--- src/rtl/uart_lb_pkg.sv ---
package uart_lb_pkg;

    typedef struct packed {
        logic out2;
        logic out1;
        logic rts;
        logic dtr;
        logic loop_en;
    } lb_ctrl_t;

    typedef enum logic {
        MODE_EXTERNAL = 1'b0,
        MODE_LOOPBACK = 1'b1
    } lb_mode_e;

    typedef enum logic [2:0] {
        SRC_NONE,
        SRC_LOOP_BRK,
        SRC_LOOP_TX,
        SRC_EXT_BRK,
        SRC_EXT_DATA
    } push_src_e;

    localparam int MS_CTS = 0;
    localparam int MS_DSR = 1;
    localparam int MS_DCD = 2;
    localparam int MS_RI  = 3;
    localparam int MS_W   = 4;

    function automatic logic [MS_W-1:0] crossover(input lb_ctrl_t c);
        logic [MS_W-1:0] m;
        m         = '0;
        m[MS_RI]  = c.out2;
        m[MS_DCD] = c.out1;
        m[MS_CTS] = c.rts;
        m[MS_DSR] = c.dtr;
        return m;
    endfunction

endpackage

--- src/rtl/lb_mode_fsm.sv ---
module lb_mode_fsm
    import uart_lb_pkg::*;
(
    input  logic     clk,
    input  logic     rst_n,
    input  logic     ctrl_wr,
    input  lb_ctrl_t ctrl_data,
    output lb_mode_e mode
);

    lb_mode_e state_q, state_d;

    always_ff @(posedge clk) begin
        if (!rst_n) state_q <= MODE_EXTERNAL;
        else        state_q <= state_d;
    end

    always_comb begin
        state_d = state_q;
        unique case (state_q)
            MODE_EXTERNAL: if (ctrl_wr && ctrl_data.loop_en)  state_d = MODE_LOOPBACK; // ENTER_LOOP
            MODE_LOOPBACK: if (ctrl_wr && !ctrl_data.loop_en) state_d = MODE_EXTERNAL; // LEAVE_LOOP
            default:       state_d = MODE_EXTERNAL;
        endcase
    end

    assign mode = state_q;

    assert_mode_follows_write_R4: assert property (@(posedge clk) disable iff (!rst_n)
        ctrl_wr |=> (mode == MODE_LOOPBACK) == $past(ctrl_data.loop_en));

endmodule

--- src/rtl/lb_modem_map.sv ---
module lb_modem_map
    import uart_lb_pkg::*;
(
    input  logic            clk,
    input  logic            rst_n,
    input  lb_mode_e        mode,
    input  logic            ctrl_wr,
    input  lb_ctrl_t        ctrl_data,
    input  logic [MS_W-1:0] ext_modem,
    output logic [MS_W-1:0] flags,
    output logic [MS_W-1:0] irq
);

    logic            loop_eff;
    logic [MS_W-1:0] mapped;
    logic [MS_W-1:0] irq_rebuilt;

    always_comb begin
        loop_eff = ctrl_wr ? ctrl_data.loop_en : (mode == MODE_LOOPBACK);
        mapped   = crossover(ctrl_data);
        // clear the whole group, then set one bit per high flag
        irq_rebuilt = '0;
        for (int i = 0; i < MS_W; i++) begin
            if (mapped[i]) irq_rebuilt[i] = 1'b1;
        end
    end

    always_ff @(posedge clk) begin
        if (!rst_n) begin
            flags <= '0;
            irq   <= '0;
        end else if (!loop_eff) begin
            flags <= ext_modem;
        end else if (ctrl_wr) begin
            flags <= mapped;
            irq   <= irq_rebuilt;
        end
    end

    assert_ri_dcd_map_R2: assert property (@(posedge clk) disable iff (!rst_n)
        (ctrl_wr && ctrl_data.loop_en) |=>
            (flags[MS_RI] == $past(ctrl_data.out2)) && (flags[MS_DCD] == $past(ctrl_data.out1)));

    assert_cts_dsr_map_R3: assert property (@(posedge clk) disable iff (!rst_n)
        (ctrl_wr && ctrl_data.loop_en) |=>
            (flags[MS_CTS] == $past(ctrl_data.rts)) && (flags[MS_DSR] == $past(ctrl_data.dtr)));

    assert_flags_hold_R4: assert property (@(posedge clk) disable iff (!rst_n)
        (mode == MODE_LOOPBACK && !ctrl_wr) |=> $stable(flags));

    assert_irq_matches_flags_R5: assert property (@(posedge clk) disable iff (!rst_n)
        (ctrl_wr && ctrl_data.loop_en) |=> (irq == flags));

    assert_irq_hold_off_R12: assert property (@(posedge clk) disable iff (!rst_n)
        !(ctrl_wr && ctrl_data.loop_en) && (mode == MODE_EXTERNAL) |=> $stable(irq));

endmodule

--- src/rtl/lb_push_select.sv ---
module lb_push_select
    import uart_lb_pkg::*;
#(
    parameter int DATA_W = 8
) (
    input  logic              clk,
    input  logic              rst_n,
    input  lb_mode_e          mode,
    input  logic              lcr_wr,
    input  logic              lcr_break,
    input  logic              tx_wr,
    input  logic [DATA_W-1:0] tx_data,
    input  logic              ext_rx_valid,
    input  logic [DATA_W-1:0] ext_rx_data,
    input  logic              ext_break,
    output logic              push,
    output logic [DATA_W:0]   push_word
);

    logic      brk_q;
    logic      brk_rise;
    push_src_e src;

    always_ff @(posedge clk) begin
        if (!rst_n)      brk_q <= 1'b0;
        else if (lcr_wr) brk_q <= lcr_break;
    end

    assign brk_rise = lcr_wr && lcr_break && !brk_q;

    always_comb begin
        src = SRC_NONE;
        if (mode == MODE_LOOPBACK) begin
            if (brk_rise)   src = SRC_LOOP_BRK;
            else if (tx_wr) src = SRC_LOOP_TX;
        end else begin
            if (ext_break)         src = SRC_EXT_BRK;
            else if (ext_rx_valid) src = SRC_EXT_DATA;
        end
    end

    always_comb begin
        push      = 1'b1;
        push_word = '0;
        unique case (src)
            SRC_LOOP_BRK, SRC_EXT_BRK: push_word = {1'b1, {DATA_W{1'b0}}};
            SRC_LOOP_TX:               push_word = {1'b0, tx_data};
            SRC_EXT_DATA:              push_word = {1'b0, ext_rx_data};
            default:                   push      = 1'b0;
        endcase
    end

    assert_break_word_R7: assert property (@(posedge clk) disable iff (!rst_n)
        (mode == MODE_LOOPBACK && brk_rise) |-> (push && push_word[DATA_W]));

    assert_tx_only_looped_R9: assert property (@(posedge clk) disable iff (!rst_n)
        (mode == MODE_EXTERNAL && tx_wr && !ext_rx_valid && !ext_break) |-> !push);

endmodule

--- src/rtl/lb_rx_fifo.sv ---
module lb_rx_fifo #(
    parameter int WORD_W = 9,
    parameter int DEPTH  = 4,
    localparam int ADDR_W = (DEPTH > 1) ? $clog2(DEPTH) : 1,
    localparam int CNT_W  = $clog2(DEPTH + 1)
) (
    input  logic              clk,
    input  logic              rst_n,
    input  logic              push,
    input  logic [WORD_W-1:0] push_word,
    input  logic              pop,
    output logic [WORD_W-1:0] head,
    output logic [CNT_W-1:0]  count,
    output logic              empty,
    output logic              full
);

    localparam logic [CNT_W-1:0] FULL_CNT = CNT_W'(DEPTH);

    logic [WORD_W-1:0] mem [DEPTH];
    logic [ADDR_W-1:0] wr_ptr, rd_ptr;
    logic              do_push, do_pop;

    assign empty   = (count == '0);
    assign full    = (count == FULL_CNT);
    assign do_push = push && !full;
    assign do_pop  = pop && !empty;
    assign head    = mem[rd_ptr];

    always_ff @(posedge clk) begin
        if (do_push) mem[wr_ptr] <= push_word;
    end

    always_ff @(posedge clk) begin
        if (!rst_n) begin
            wr_ptr <= '0;
            rd_ptr <= '0;
            count  <= '0;
        end else begin
            if (do_push) wr_ptr <= (wr_ptr == ADDR_W'(DEPTH - 1)) ? '0 : wr_ptr + 1'b1;
            if (do_pop)  rd_ptr <= (rd_ptr == ADDR_W'(DEPTH - 1)) ? '0 : rd_ptr + 1'b1;
            unique case ({do_push, do_pop})
                2'b10:   count <= count + 1'b1;
                2'b01:   count <= count - 1'b1;
                default: count <= count;
            endcase
        end
    end

    assert_count_bound_R10: assert property (@(posedge clk) disable iff (!rst_n)
        count <= FULL_CNT);

    assert_full_drop_R10: assert property (@(posedge clk) disable iff (!rst_n)
        (full && push && !pop) |=> (count == FULL_CNT));

endmodule

--- src/rtl/uart_loopback_top.sv ---
module uart_loopback_top
    import uart_lb_pkg::*;
#(
    parameter int DATA_W     = 8,
    parameter int FIFO_DEPTH = 4,
    localparam int CNT_W     = $clog2(FIFO_DEPTH + 1)
) (
    input  logic              clk,
    input  logic              rst_n,
    input  logic              ctrl_wr,
    input  logic [4:0]        ctrl_data,
    input  logic              lcr_wr,
    input  logic              lcr_break,
    input  logic              tx_wr,
    input  logic [DATA_W-1:0] tx_data,
    input  logic              ext_rx_valid,
    input  logic [DATA_W-1:0] ext_rx_data,
    input  logic              ext_break,
    input  logic [3:0]        ext_modem,
    input  logic              rx_pop,
    output logic              rx_valid,
    output logic [DATA_W:0]   rx_word,
    output logic [CNT_W-1:0]  rx_count,
    output logic              rx_full,
    output logic              loop_active,
    output logic [3:0]        modem_flags,
    output logic [3:0]        modem_irq
);

    lb_ctrl_t        ctrl_s;
    lb_mode_e        mode;
    logic            push;
    logic [DATA_W:0] push_word;
    logic            empty;

    assign ctrl_s      = lb_ctrl_t'(ctrl_data);
    assign loop_active = (mode == MODE_LOOPBACK);
    assign rx_valid    = !empty;

    lb_mode_fsm u_mode (
        .clk       (clk),
        .rst_n     (rst_n),
        .ctrl_wr   (ctrl_wr),
        .ctrl_data (ctrl_s),
        .mode      (mode)
    );

    lb_modem_map u_map (
        .clk       (clk),
        .rst_n     (rst_n),
        .mode      (mode),
        .ctrl_wr   (ctrl_wr),
        .ctrl_data (ctrl_s),
        .ext_modem (ext_modem),
        .flags     (modem_flags),
        .irq       (modem_irq)
    );

    lb_push_select #(.DATA_W(DATA_W)) u_sel (
        .clk          (clk),
        .rst_n        (rst_n),
        .mode         (mode),
        .lcr_wr       (lcr_wr),
        .lcr_break    (lcr_break),
        .tx_wr        (tx_wr),
        .tx_data      (tx_data),
        .ext_rx_valid (ext_rx_valid),
        .ext_rx_data  (ext_rx_data),
        .ext_break    (ext_break),
        .push         (push),
        .push_word    (push_word)
    );

    lb_rx_fifo #(.WORD_W(DATA_W + 1), .DEPTH(FIFO_DEPTH)) u_fifo (
        .clk       (clk),
        .rst_n     (rst_n),
        .push      (push),
        .push_word (push_word),
        .pop       (rx_pop),
        .head      (rx_word),
        .count     (rx_count),
        .empty     (empty),
        .full      (rx_full)
    );

    assert_ext_ignored_R8: assert property (@(posedge clk) disable iff (!rst_n)
        (loop_active && (ext_rx_valid || ext_break) && !tx_wr && !lcr_wr && !rx_pop)
            |=> $stable(rx_count));

    assert_tx_lands_R6: assert property (@(posedge clk) disable iff (!rst_n)
        (loop_active && tx_wr && !lcr_wr && !rx_pop && !rx_full) |=> (rx_count == $past(rx_count) + 1'b1));

endmodule

--- config.mk ---
export PLATFORM = sky130hd
export DESIGN_NAME = uart_loopback_top
export DESIGN_NICKNAME = d
export VERILOG_FILES = /design/src/rtl/uart_lb_pkg.sv /design/src/rtl/lb_mode_fsm.sv /design/src/rtl/lb_modem_map.sv /design/src/rtl/lb_push_select.sv /design/src/rtl/lb_rx_fifo.sv /design/src/rtl/uart_loopback_top.sv
export SDC_FILE = /design/constraint.sdc
export NUM_CORES = 1
export LEC_CHECK = 0
export BUFFER_PORTS_ARGS = -buffer_cell sky130_fd_sc_hd__buf_2
export CAP_MARGIN = 20
export CORE_MARGIN = 5
export CORE_UTILIZATION = 56
export DETAILED_ROUTE_END_ITERATION = 7
export GPL_TIMING_DRIVEN = 0
export PLACE_DENSITY = 0.89
export SLEW_MARGIN = 5
export SYNTH_ARGS = -nofsm -noshare
export SYNTH_HDL_FRONTEND = slang
export SYNTH_SLANG_ARGS = --single-unit
--- constraint.sdc ---
create_clock -name clk -period 3.28 [get_ports clk]
set_clock_uncertainty 0.2 [all_clocks]
set_input_delay 0.164 -clock clk [delete_from_list [all_inputs] [get_ports clk]]
set_output_delay 0.164 -clock clk [all_outputs]
set_load 0.02 [all_outputs]
==> impl_metrics.json <==
{
  "route.detailed.drc": 0,
  "cp_cell_sequence": "buf_4, nor3_2, a311oi_4, inv_1, ha_1, inv_1, fa_1, xor2_1, or3_1, a21oi_1",
  "initial_core_util": 0.577,
  "hold_path_class": "primary input to flip-flop",
  "worst_pin_slew_ps": 656,
  "async_reset_ff_frac": 0,
  "synth_edf_count": 36,
  "fin_nets": 275,
  "drive_above_1_share": 0.353,
  "setup_tns_ps": 0,
  "num_vias": 1521,
  "die_height_um": 74.2,
  "avgSynthCellArea_um2": 14.7,
  "power_frac_comb": 0.305,
  "pin_count": 57,
  "hold_depth": 4,
  "cts.repair.resized": 0,
  "clkLatencyLatePin_ps": 300,
  "min-delay-start": "rx_pop",
  "p_int_uw": 1430,
  "cp.buffers_inverters": 3,
  "status": "finished, final reports clean",
  "crit_start": "u_mode.mode",
  "crit_family": "simple AND/OR/NAND/NOR gates",
  "setup_viol": 0,
  "synth_seq_area_share": 0.633,
  "ys_types": 32,
  "setup.worst_path.end_class": "flip-flop",
  "max-cap-violations": 0,
  "reg2reg_depth": 10,
  "powerDensity_nw_per_um2": 704,
  "synth_nets": 198,
  "drt-wirelength-per-cell_um": 16.5,
  "path_clk_slew_ps": 90,
  "fmax_mhz": 418,
  "postSynthCellCount": 157,
  "setup_slack_ps": 889,
  "r2r_end": "u_fifo.count[2]",
  "fin_crit_sh": 0.729,
  "cts_num_sinks": 55,
  "first_pass_iters": 4,
  "power.share.clock": 0.233,
  "r2r-start": "u_mode.mode",
  "cts_tree": "done",
  "layout_min_cycle_time_ps": 2390,
  "layout_common_cells": "57 x buf_2, 36 x edfxtp_1, 19 x dfxtp_1, 14 x dlygate4sd3_1, 12 x a21oi_1",
  "syn2layout_area_growth_pct": 26.6,
  "ant_nets": 0,
  "fp.coreArea_um2": 4000,
  "p_leak_uw": 0.00122,
  "h-tree-depth": 2,
  "seqPwrFrac": 0.463,
  "drt_iter0_markers": 55,
  "cts.path.max_buffers": 2,
  "irDropWorstVdd_v": 0.000361,
  "rsz0062_at_grt": "no",
  "postLayoutCellArea_um2": 2920,
  "slew_violations": 0,
  "cts_buffers": 5,
  "place_ws_ps": 904,
  "crit_path_frequent_cell": "inv_1",
  "path_class": "flip-flop to flip-flop",
  "relSlewSlack": 0.560,
  "grt_max_degree": 18,
  "antenna_found_initial": 0,
  "synth_ff_type": "edfxtp_1",
  "ff2ff_setup_slack_ps": 890,
  "grtUsageTotal": 0.185,
  "synth_seq_cells": 55,
  "cts-root-buf": "clkbuf_8",
  "vias_per_cell": 5.34,
  "required_ps": 3320,
  "routabilityCongestion": 0.763,
  "num_antenna_cells": 0,
  "critical-path-max-stage-delay_ps": 370,
  "placementRows": 23,
  "portBuffers": 56,
  "p_switching_uw": 630,
  "post_cts_buffers": 0,
  "dieArea_um2": 5510,
  "place_area_um2": 2650,
  "path_max_fanout": 7,
  "grt_pass1_vias": 1615,
  "netlist_area_um2": 2310,
  "slowest_stage": "fa_1",
  "hold_violations": 0,
  "ys_warn_count": 0,
  "routed_wl_um": 4700,
  "die_x_um": 74.2,
  "critPathLaunchType": "flip-flop",
  "layout_commonest_cell": "buf_2",
  "sw_frac_of_total": 0.306,
  "place_hpwl_um": 3200,
  "cts_hold_buf": 14,
  "critPathArrivalTime_ps": 2430,
  "grt_overflow": 0,
  "grt_pass1_wl_um": 7310
}
==> cell families after synthesis <==
kind of cell               count (synthesis)  synth area share
adders and majority gates                  7            0.0412
AOI/OAI and AO/OA                         27            0.0851
muxes                                     14             0.109
DFF                                       55             0.633
and+or+nand+nor                           37            0.0970
buffers and inverters                     15            0.0266
xor gates and xnor gates                   2           0.00759
==> worst reg2reg max path: stages (launching register included) <==
cell,delay [ps]
dfxtp_1,330
buf_4,170
nor3_2,240
a311oi_4,100
inv_1,90
ha_1,170
inv_1,60
fa_1,370
xor2_1,160
or3_1,310
a21oi_1,130
==> metrics by stage <==
stage | std cells | util | hold slack (ps) | power [uW]
2_1_floorplan | 157 | - | 102 | 1390
3_3_place_gp | 263 | 0.663 | 240 | 1560
3_5_place_dp | 263 | 0.663 | 251 | 1590
4_1_cts | 285 | 0.731 | 23.0 | 2080
6_report | 285 | 0.731 | 38.2 | 2060
5_1_grt | 285 | 0.731 | 31.9 | 2170
==> layer usage <==
metal,wire [um],global-route usage
met5,0,0
met4,89,0.0885
met3,331,0.0432
met2,2590,0.349
met1,1680,0.189
==> synth_stat cells, types with 2 or more instances <==
library cell / count / area share
dfxtp_1: 19 / 0.16
nand3_1: 4 / 0.0087
clkbuf_1: 2 / 0.0033
edfxtp_1: 36 / 0.47
and3_1: 2 / 0.0054
inv_1: 9 / 0.015
and2_1: 4 / 0.011
xor2_1: 2 / 0.0076
ha_1: 6 / 0.033
or3_1: 4 / 0.011
o21ai_0: 3 / 0.0065
a22o_1: 8 / 0.030
a31oi_1: 2 / 0.0054
mux2i_1: 5 / 0.022
nor2_1: 7 / 0.011
mux4_2: 9 / 0.088
a21oi_1: 12 / 0.026
nand2_1: 9 / 0.015
==> power by group through the flow <==
stage / clock, uW / sequential, uW / combinational, uW
after floorplan: 0 / 972 / 421
after global placement: 0 / 958 / 600
after detailed placement: 0 / 969 / 619
after CTS: 486 / 954 / 636
after global routing: 516 / 967 / 686
final: 479 / 952 / 628
==> registers in the layout (all words and copies together) (netlist names), named ones only <==
name	cells
u_fifo.wr_ptr	2
u_sel.brk_q	1
u_fifo.mem	36
u_fifo.rd_ptr	2
u_mode.mode	1
u_map.flags	4
u_map.irq	4
u_fifo.count	3
==> final cells by class <==
class                      instances  area [um2]
sequential                        55        1460
fill                             255        1080
multi-input combinational         87         786
timing repair buffer              70         420
clock buffer                       6        93.8
tap                               50        62.6
clock inverter                     2        37.5
inverter                          10        37.5
buffer                             5        23.8
==> how the worst max path moves through the flow <==
| stage | slack, ps | cells after the start | endpoint |
|---|---|---|---|
| after detailed placement | 900 | 10 | u_fifo.count[2] |
| after floorplan | 810 | 9 | u_fifo.count[2] |
| after global placement | 960 | 10 | u_fifo.count[2] |
| final | 890 | 10 | u_fifo.count[2] |
| after global routing | 750 | 9 | u_fifo.count[2] |
| after CTS | 870 | 11 | u_fifo.count[2] |
Note: power is estimated with default switching activity, not from simulation.
